<file path="src/rtl/spi_cmd_pkg.sv">
package spi_cmd_pkg;
  timeunit 1ns; timeprecision 1ps;

  localparam int CMD_BITS   = 8;
  localparam int DATA_BITS  = 16;
  localparam int FRAME_BITS = CMD_BITS + DATA_BITS;
  localparam int OP_BITS    = 2;
  localparam int ADDR_BITS  = CMD_BITS - OP_BITS;
  localparam int EVT_BITS   = 6;
  localparam int ID_BITS    = 8;

  typedef enum logic [OP_BITS-1:0] {
    OP_WRITE = 2'b00,
    OP_READ  = 2'b01,
    OP_RDCLR = 2'b10,
    OP_RDID  = 2'b11
  } opCode_e;

  localparam logic [ADDR_BITS-1:0] ADDR_CTRL = 6'h00;
  localparam logic [ADDR_BITS-1:0] ADDR_STAT = 6'h10;
  localparam logic [ADDR_BITS-1:0] ADDR_CFG  = 6'h3F;

  localparam logic [DATA_BITS-1:0] CTRL_WMASK = 16'h03DF;
  localparam logic [DATA_BITS-1:0] CFG_WMASK  = 16'hFFF8;
  localparam logic [DATA_BITS-1:0] STAT_MASK  = 16'h00F3;

  // Strobes from the frame controller to the datapath, one system clock wide.
  typedef struct packed {
    logic sample;      // serial clock rise inside a frame
    logic sdiBit;      // synchronized data bit aligned with sample
    logic loadStatus;  // first rise: capture status byte
    logic loadData;    // rise closing the command byte
    logic shiftOut;    // serial clock fall after the first rise
    logic commit;      // chip select released after exactly FRAME_BITS rises
    logic reject;      // chip select released after a bad count
    logic pollPhase;   // no rise yet in this window
  } spiStb_t;

  function automatic logic [ID_BITS-1:0] idValue(input logic [ADDR_BITS-1:0] a);
    case (a)
      6'h00:   return 8'h43;
      6'h01:   return 8'h01;
      6'h02:   return 8'h75;
      6'h03:   return 8'h35;
      6'h3E:   return 8'h02;
      default: return 8'h00;
    endcase
  endfunction

  // Event pins to status register bit positions.
  function automatic logic [DATA_BITS-1:0] evtMap(input logic [EVT_BITS-1:0] e);
    logic [DATA_BITS-1:0] m;
    m = '0;
    m[7:4] = e[5:2];
    m[1:0] = e[1:0];
    return m;
  endfunction
endpackage

</file>
<file path="src/rtl/spi_pin_sync.sv">
module spi_pin_sync #(
  parameter int   STAGES  = 2,
  parameter logic RST_VAL = 1'b0
) (
  input  logic clk,
  input  logic rstN,
  input  logic pinIn,
  output logic syncOut
);
  timeunit 1ns; timeprecision 1ps;

  logic [STAGES-1:0] pipe;

  always_ff @(posedge clk or negedge rstN) begin
    if (!rstN) pipe <= {STAGES{RST_VAL}};
    else       pipe <= {pipe[STAGES-2:0], pinIn};
  end

  assign syncOut = pipe[STAGES-1];
endmodule

</file>
<file path="src/rtl/spi_frame_ctrl.sv">
module spi_frame_ctrl
  import spi_cmd_pkg::*;
#(
  parameter int SYNC_STAGES = 2
) (
  input  logic    clk,
  input  logic    rstN,
  input  logic    sclkPin,
  input  logic    csNPin,
  input  logic    sdiPin,
  output spiStb_t stb
);
  timeunit 1ns; timeprecision 1ps;

  localparam int NUM_PINS = 3;
  localparam int CNT_W    = $clog2(FRAME_BITS + 2);
  localparam logic [CNT_W-1:0] CNT_MAX   = '1;
  localparam logic [CNT_W-1:0] CNT_FRAME = CNT_W'(FRAME_BITS);
  localparam logic [CNT_W-1:0] CNT_CMD   = CNT_W'(CMD_BITS - 1);
  localparam logic [NUM_PINS-1:0] PIN_RST = 3'b010; // chip select idles high

  logic [NUM_PINS-1:0] pinRaw, pinSync;
  logic sclkNow, csNow, sdiNow;
  logic sclkPrev, csPrev;
  logic sclkRise, sclkFall, csRise, csFall, csActive;
  logic [CNT_W-1:0] clkCnt;

  assign pinRaw = {sdiPin, csNPin, sclkPin};

  for (genvar p = 0; p < NUM_PINS; p++) begin : gSync
    spi_pin_sync #(.STAGES(SYNC_STAGES), .RST_VAL(PIN_RST[p])) uSync (
      .clk(clk), .rstN(rstN), .pinIn(pinRaw[p]), .syncOut(pinSync[p])
    );
  end

  assign sclkNow = pinSync[0];
  assign csNow   = pinSync[1];
  assign sdiNow  = pinSync[2];

  always_ff @(posedge clk or negedge rstN) begin
    if (!rstN) begin
      sclkPrev <= 1'b0;
      csPrev   <= 1'b1;
    end else begin
      sclkPrev <= sclkNow;
      csPrev   <= csNow;
    end
  end

  assign sclkRise = sclkNow & ~sclkPrev;
  assign sclkFall = ~sclkNow & sclkPrev;
  assign csRise   = csNow & ~csPrev;
  assign csFall   = ~csNow & csPrev;
  assign csActive = ~csNow;

  // Rise counter, saturating so an overlong frame never aliases to a valid count.
  always_ff @(posedge clk or negedge rstN) begin
    if (!rstN)                                          clkCnt <= '0;
    else if (csRise || csFall)                          clkCnt <= '0;
    else if (sclkRise && csActive && clkCnt != CNT_MAX) clkCnt <= clkCnt + 1'b1;
  end

  always_comb begin
    stb            = '0;
    stb.sample     = sclkRise & csActive;
    stb.sdiBit     = sdiNow;
    stb.loadStatus = stb.sample & (clkCnt == '0);
    stb.loadData   = stb.sample & (clkCnt == CNT_CMD);
    stb.shiftOut   = sclkFall & csActive & (clkCnt != '0);
    stb.commit     = csRise & (clkCnt == CNT_FRAME);
    stb.reject     = csRise & (clkCnt != '0) & (clkCnt != CNT_FRAME);
    stb.pollPhase  = (clkCnt == '0);
  end
endmodule

</file>
<file path="src/rtl/spi_reg_datapath.sv">
module spi_reg_datapath
  import spi_cmd_pkg::*;
(
  input  logic                 clk,
  input  logic                 rstN,
  input  spiStb_t              stb,
  input  logic [EVT_BITS-1:0]  faultEvt,
  input  logic                 tsdIn,
  input  logic                 nrdyIn,
  output logic                 sdoBit,
  output logic [DATA_BITS-1:0] ctrlQ,
  output logic [DATA_BITS-1:0] cfgQ,
  output logic [DATA_BITS-1:0] statQ,
  output logic                 tfQ,
  output logic                 resbQ,
  output logic                 stuckOnes
);
  timeunit 1ns; timeprecision 1ps;

  localparam int OUT_DATA_TOP = FRAME_BITS - 2;

  logic [FRAME_BITS-1:0] inShift, outShift;
  logic [DATA_BITS-1:0]  statSnap, rdData, clrMask;
  logic [CMD_BITS-1:0]   cmdNow;
  logic [OP_BITS-1:0]    opNow, opFrm;
  logic [ADDR_BITS-1:0]  addrNow, addrFrm;
  logic [DATA_BITS-1:0]  dataFrm;
  logic [7:0]            statusByte;
  logic allOnes, uovOc, fltNow, goodFrame;
  logic wrCtrl, wrCfg, clrStat;

  // Command byte as it stands on the rise that completes it.
  assign cmdNow  = {inShift[CMD_BITS-2:0], stb.sdiBit};
  assign opNow   = cmdNow[CMD_BITS-1 -: OP_BITS];
  assign addrNow = cmdNow[ADDR_BITS-1:0];

  // Fields of the complete frame at chip-select release.
  assign opFrm   = inShift[FRAME_BITS-1 -: OP_BITS];
  assign addrFrm = inShift[DATA_BITS +: ADDR_BITS];
  assign dataFrm = inShift[DATA_BITS-1:0];
  assign allOnes = &inShift;

  assign uovOc      = |statQ;
  assign fltNow     = tfQ | ~resbQ | tsdIn | uovOc;
  assign statusByte = {fltNow, tfQ, resbQ, tsdIn, 1'b0, uovOc, 1'b0, nrdyIn};

  always_comb begin
    rdData = '0;
    if (opNow == OP_RDID) begin
      rdData = {idValue(addrNow), {(DATA_BITS-ID_BITS){1'b0}}};
    end else begin
      case (addrNow)
        ADDR_CTRL: rdData = ctrlQ;
        ADDR_STAT: rdData = statQ;
        ADDR_CFG:  rdData = cfgQ;
        default:   rdData = '0;
      endcase
    end
  end

  assign goodFrame = stb.commit & ~allOnes;
  assign wrCtrl    = goodFrame & (opFrm == OP_WRITE) & (addrFrm == ADDR_CTRL);
  assign wrCfg     = goodFrame & (opFrm == OP_WRITE) & (addrFrm == ADDR_CFG);
  assign clrStat   = goodFrame & (opFrm == OP_RDCLR) & (addrFrm == ADDR_STAT);
  assign clrMask   = clrStat ? statSnap : '0;

  // Receive shifter.
  always_ff @(posedge clk or negedge rstN) begin
    if (!rstN)           inShift <= '0;
    else if (stb.sample) inShift <= {inShift[FRAME_BITS-2:0], stb.sdiBit};
  end

  // Transmit shifter: status byte on the first rise, addressed data once the command is known.
  always_ff @(posedge clk or negedge rstN) begin
    if (!rstN) begin
      outShift <= '0;
    end else if (stb.loadStatus) begin
      outShift <= {statusByte, {DATA_BITS{1'b0}}};
    end else if (stb.loadData) begin
      outShift[OUT_DATA_TOP -: DATA_BITS] <= rdData;
    end else if (stb.shiftOut) begin
      outShift <= {outShift[FRAME_BITS-2:0], 1'b0};
    end
  end

  // Bits reported by a read-and-clear; only these may be cleared later.
  always_ff @(posedge clk or negedge rstN) begin
    if (!rstN)             statSnap <= '0;
    else if (stb.loadData) statSnap <= ((opNow == OP_RDCLR) && (addrNow == ADDR_STAT)) ? statQ : '0;
  end

  always_ff @(posedge clk or negedge rstN) begin
    if (!rstN) begin
      ctrlQ <= '0;
      cfgQ  <= '0;
    end else begin
      if (wrCtrl) ctrlQ <= dataFrm & CTRL_WMASK;
      if (wrCfg)  cfgQ  <= dataFrm & CFG_WMASK;
    end
  end

  // Sticky status: new events win over a clear in the same cycle.
  always_ff @(posedge clk or negedge rstN) begin
    if (!rstN) statQ <= '0;
    else       statQ <= (statQ & ~clrMask) | evtMap(faultEvt);
  end

  always_ff @(posedge clk or negedge rstN) begin
    if (!rstN) begin
      tfQ       <= 1'b0;
      resbQ     <= 1'b0;
      stuckOnes <= 1'b0;
    end else begin
      stuckOnes <= stb.commit & allOnes;
      if (stb.reject)      tfQ <= 1'b1;
      else if (stb.commit) tfQ <= 1'b0;
      if (stb.commit)      resbQ <= ~allOnes;
    end
  end

  assign sdoBit = stb.pollPhase ? fltNow : outShift[FRAME_BITS-1];
endmodule

</file>
<file path="src/rtl/spi_cmd_slave.sv">
module spi_cmd_slave
  import spi_cmd_pkg::*;
#(
  parameter int SYNC_STAGES = 2
) (
  input  logic                 clk,
  input  logic                 rstN,
  input  logic                 sclk,
  input  logic                 csN,
  input  logic                 sdi,
  output logic                 sdo,
  output logic                 sdoOe,
  input  logic [EVT_BITS-1:0]  faultEvt,
  input  logic                 tsdIn,
  input  logic                 nrdyIn,
  output logic [DATA_BITS-1:0] ctrlOut,
  output logic [DATA_BITS-1:0] cfgOut,
  output logic                 stuckOnes
);
  timeunit 1ns; timeprecision 1ps;

  spiStb_t              stb;
  logic [DATA_BITS-1:0] statQ;
  logic                 tfQ, resbQ;

  spi_frame_ctrl #(.SYNC_STAGES(SYNC_STAGES)) uCtrl (
    .clk(clk), .rstN(rstN), .sclkPin(sclk), .csNPin(csN), .sdiPin(sdi), .stb(stb)
  );

  spi_reg_datapath uData (
    .clk(clk), .rstN(rstN), .stb(stb), .faultEvt(faultEvt), .tsdIn(tsdIn),
    .nrdyIn(nrdyIn), .sdoBit(sdo), .ctrlQ(ctrlOut), .cfgQ(cfgOut), .statQ(statQ),
    .tfQ(tfQ), .resbQ(resbQ), .stuckOnes(stuckOnes)
  );

  // Pad released straight from the pin, with no synchronizer lag.
  assign sdoOe = ~csN;
endmodule

</file>
<file path="config.mk">
export PLATFORM = sky130hd
export DESIGN_NAME = spi_cmd_slave
export DESIGN_NICKNAME = d
export VERILOG_FILES = /design/src/rtl/spi_cmd_pkg.sv /design/src/rtl/spi_pin_sync.sv /design/src/rtl/spi_frame_ctrl.sv /design/src/rtl/spi_reg_datapath.sv /design/src/rtl/spi_cmd_slave.sv
export SDC_FILE = /design/constraint.sdc
export NUM_CORES = 1
export LEC_CHECK = 0
export BUFFER_PORTS_ARGS = -buffer_cell sky130_fd_sc_hd__buf_2
export CORE_ASPECT_RATIO = 1.75
export CORE_MARGIN = 2
export CORE_UTILIZATION = 38
export CTS_BUF_LIST = sky130_fd_sc_hd__clkbuf_16
export CTS_CLUSTER_DIAMETER = 40
export DETAILED_ROUTE_END_ITERATION = 10
export PLACE_DENSITY = 0.53
export SYNTH_ARGS = -nofsm -noshare
export SYNTH_HDL_FRONTEND = slang
export SYNTH_SLANG_ARGS = --single-unit
</file>
<file path="constraint.sdc">
create_clock -name clk -period 2.25 [get_ports clk]
set_input_delay 0.45 -clock clk [delete_from_list [all_inputs] [get_ports clk]]
set_output_delay 0.45 -clock clk [all_outputs]
set_load 0.02 [all_outputs]
</file>
==> out/summary.txt <==
status = complete, no violations
CP peak stage delay = 0.44 ns
critical path type = flop to output pin
number of clock sinks = 111
share of cells above drive strength 1 = 34.6%
Rel. slew slack = 58.0%
first-pass GRT wire length = 21.0 mm
die width = 91.4 µm
# DRC = 0
ys async rst share = 100%
htree depth = 3
pin count of the biggest net entering global routing = 59
Syn Area/Cell = 12.7 µm²
Post-layout nets = 474
YS warnings = 0
clk_skew = 0.00839 ns
Root Buffer = clkbuf_16
f_max = 447 MHz
final hold vios = 0
Critical Path RT = 1.80 ns
Slowest-stage cell, CP = dfrtp_2
Tot GR Track Use = 19.1%
Area Growth Syn to Fin = 17.7%
DRT iter0 DRCs = 349
gpl congestion = 0.907
antenna violation net count after detailed routing = 0
Hold WC Path Type = input pin to asynchronous set/reset pin
Critical Path Sink Type = output pin
final global-route overflow total = 0
core area = 13,000 µm²
Initial Util = 39.0%
commonest cells in the synthesized netlist = dfrtp_1 (108), mux2_2 (39), a22o_1 (21), nand2_1 (17), nand3_1 (17)
sequential area share after synthesis = 54.8%
Util after Layout = 46.0%
Die ar. = 14,300 µm²
area of the multi-input gates = 2210 µm²
Pins Over Slew Limit = 0
max_cap viols = 0
n_diodes = 0
TritonCTS clock tree = done
I/O pins = 48
# rows = 55
Final setup viols = 0
post-synthesis cell count = 399
Most used DFF post-synth = dfrtp_1
cts bufs inserted = 9
FF+latch area = 2790 µm²
Detailed Routing Iterations Pass 1 = 4
Final Cycle Share = 99.4%
Die Height = 157 µm
final worst slack = 0.0144 ns
power density cells = 734 nW/µm²
Worst IR Drop VDD = 395 µV
crit start category = flop
most numerous cell in the Yosys netlist = dfrtp_1
dominant cell type by area after synthesis = dfrtp_1
crit-path cells = nor4_4, nand2_2, nor3_4, o21ai_2, buf_6
clk_lat worst skew = 0.35 ns
Total Neg Setup Slack = 0 ns
pre-CTS WS = 0.0481 ns
leakage = 2.81 nW
vias in the first global route = 3,682
number of flops mapped to enable cells by yosys = 0
ranking of synthesized cells by area = dfrtp_1 (53%), mux2_2 (8.6%), a22o_1 (3.6%), mux2_4 (3.0%), a221o_1 (2.0%)
Clock transition at path regs = 0.07 ns
worst hold slack = 0.0167 ns
Post-CTS Hold Buffers = 0
hpwl dp = 9.38 mm
PortBufs = 37
clock tree buffer depth = 2
via count = 3,519
Slew @ Worst Pin = 0.630 ns
Yosys cell types = 58
Netlist Area Pre-Place = 5080 µm²
top cell type's share of synthesized area = 53.2%
critical path fanouts, max = 4
post-layout min period = 2.24 ns
RSZ-0062 raised after global routing = yes
FILL cells = 1,199
Synth Register Bits = 111
final wirelength = 12.9 mm
Via density = 5.56
routed length per placed instance = 20.3 µm
initial antenna violation count = 0
Arr. time, crit path = 1.79 ns
==> worst paths after layout <==
| path | endpoint | slack, ns | cells after the start | from |
|---|---|---|---|---|
| min | uData.inShift[12] | 0.02 | 1 | rstN |
| min in group clk | uCtrl.gSync[0].uSync.pipe[0] | 0.20 | 1 | sclk |
| max | sdo | 0.01 | 5 | uData.statQ[8] |
| max reg2reg | uData.outShift[19] | 0.12 | 8 | uCtrl.clkCnt[0] |
| min reg2reg | uCtrl.gSync[0].uSync.pipe[1] | 0.35 | 0 | uCtrl.gSync[0].uSync.pipe[0] |
| max in group asynchronous | uData.statQ[7] | 1.52 | 2 | rstN |
==> layout by cell type (no fill, tap or decap), types with 4 or more instances in the layout <==
cell	Yosys	routed
dfrtp_1	108	105
mux2_2	39	39
buf_2	6	35
buf_4	11	29
a22o_1	21	21
nand3_1	17	17
nand2_1	17	14
a21boi_0	10	10
mux2_4	10	10
a221o_1	10	10
conb_1	1	10
and2_1	9	9
clkbuf_16	0	9
and3_1	7	7
nand4_1	7	7
nor2_1	7	7
o2bb2ai_1	7	7
mux2i_1	7	7
inv_1	8	6
a21o_1	6	6
a21oi_1	7	6
nor3_1	6	5
nor4_4	2	4
nand2_2	1	4
a32o_1	4	4
o21ai_0	5	4
==> cell families after synthesis <==
| group | share of synthesized area (%) |
|---|---|
| simple gates | 13.4 |
| flops | 54.8 |
| compound gates | 13.1 |
| mux | 13.0 |
| buf+inv | 4.14 |
| other cells | 0.0738 |
| xor+xnor | 0.517 |
| fa+ha+maj | 0.986 |
==> power breakdown <==
group	switching (mW)	internal, mW	total, mW	leakage, nW
clock network	0.739	0.867	1.61	0.145
registers	0.152	2.10	2.26	1.46
logic	0.295	0.228	0.523	1.20
==> per-layer routing <==
| layer | GRT usage (%) | up-vias | part of all wire [%] |
|---|---|---|---|
| li1 | - | 1603 | - |
| met1 | 22.8 | 1800 | 39 |
| met2 | 32.8 | 90 | 53 |
| met3 | 3.59 | 26 | 3.6 |
| met4 | 9.74 | 0 | 3.8 |
| met5 | 0 | - | 0 |
==> sequential cells by signal, indices dropped and copies added, names as in the netlist <==
| register | flops |
|---|---|
| uCtrl.sclkPrev | 1 |
| uData.outShift | 17 |
| uData.tfQ | 1 |
| uData.inShift | 24 |
| uCtrl.gSync.uSync.pipe | 6 |
| uData.ctrlQ | 9 |
| uData.statQ | 16 |
| uCtrl.csPrev | 1 |
| uData.stuckOnes | 1 |
| uData.statSnap | 16 |
| uCtrl.clkCnt | 5 |
| uData.resbQ | 1 |
| uData.cfgQ | 13 |
==> critical path, delay by kind of cell, from the launching register on <==
kind                   cells  cell delay [ns]
AOI/OAI and AO/OA          1             0.10
buffers and inverters      1             0.13
DFF                        1             0.44
and+or+nand+nor            3             0.76
==> per-stage QoR <==
step | cell area (µm²) | total power, mW | cells
after CTS | 5950 | 4.43 | 632
final | 5980 | 4.38 | 633
after global routing | 5980 | 4.60 | 633
after global placement | 5560 | 2.79 | 613
after detailed placement | 5560 | 2.81 | 613
after floorplan | 5110 | 2.60 | 408
==> repair_timing <==
action,CTS,global route
cloned,0,0
setup buffers,3,1
endpoints found under the setup margin,1,6
gates resized for setup,15,7
pin swaps,2,3
==> cell type report <==
type	count	area share, %
Clock buffer	9	3.77
Clock inverter	7	1.21
Inverter	8	0.502
Multi-Input combinational cell	260	36.9
Sequential cell	111	46.6
Tap cell	171	3.58
Timing Repair Buffer	67	7.43
Power figures use the tool's default switching activity.
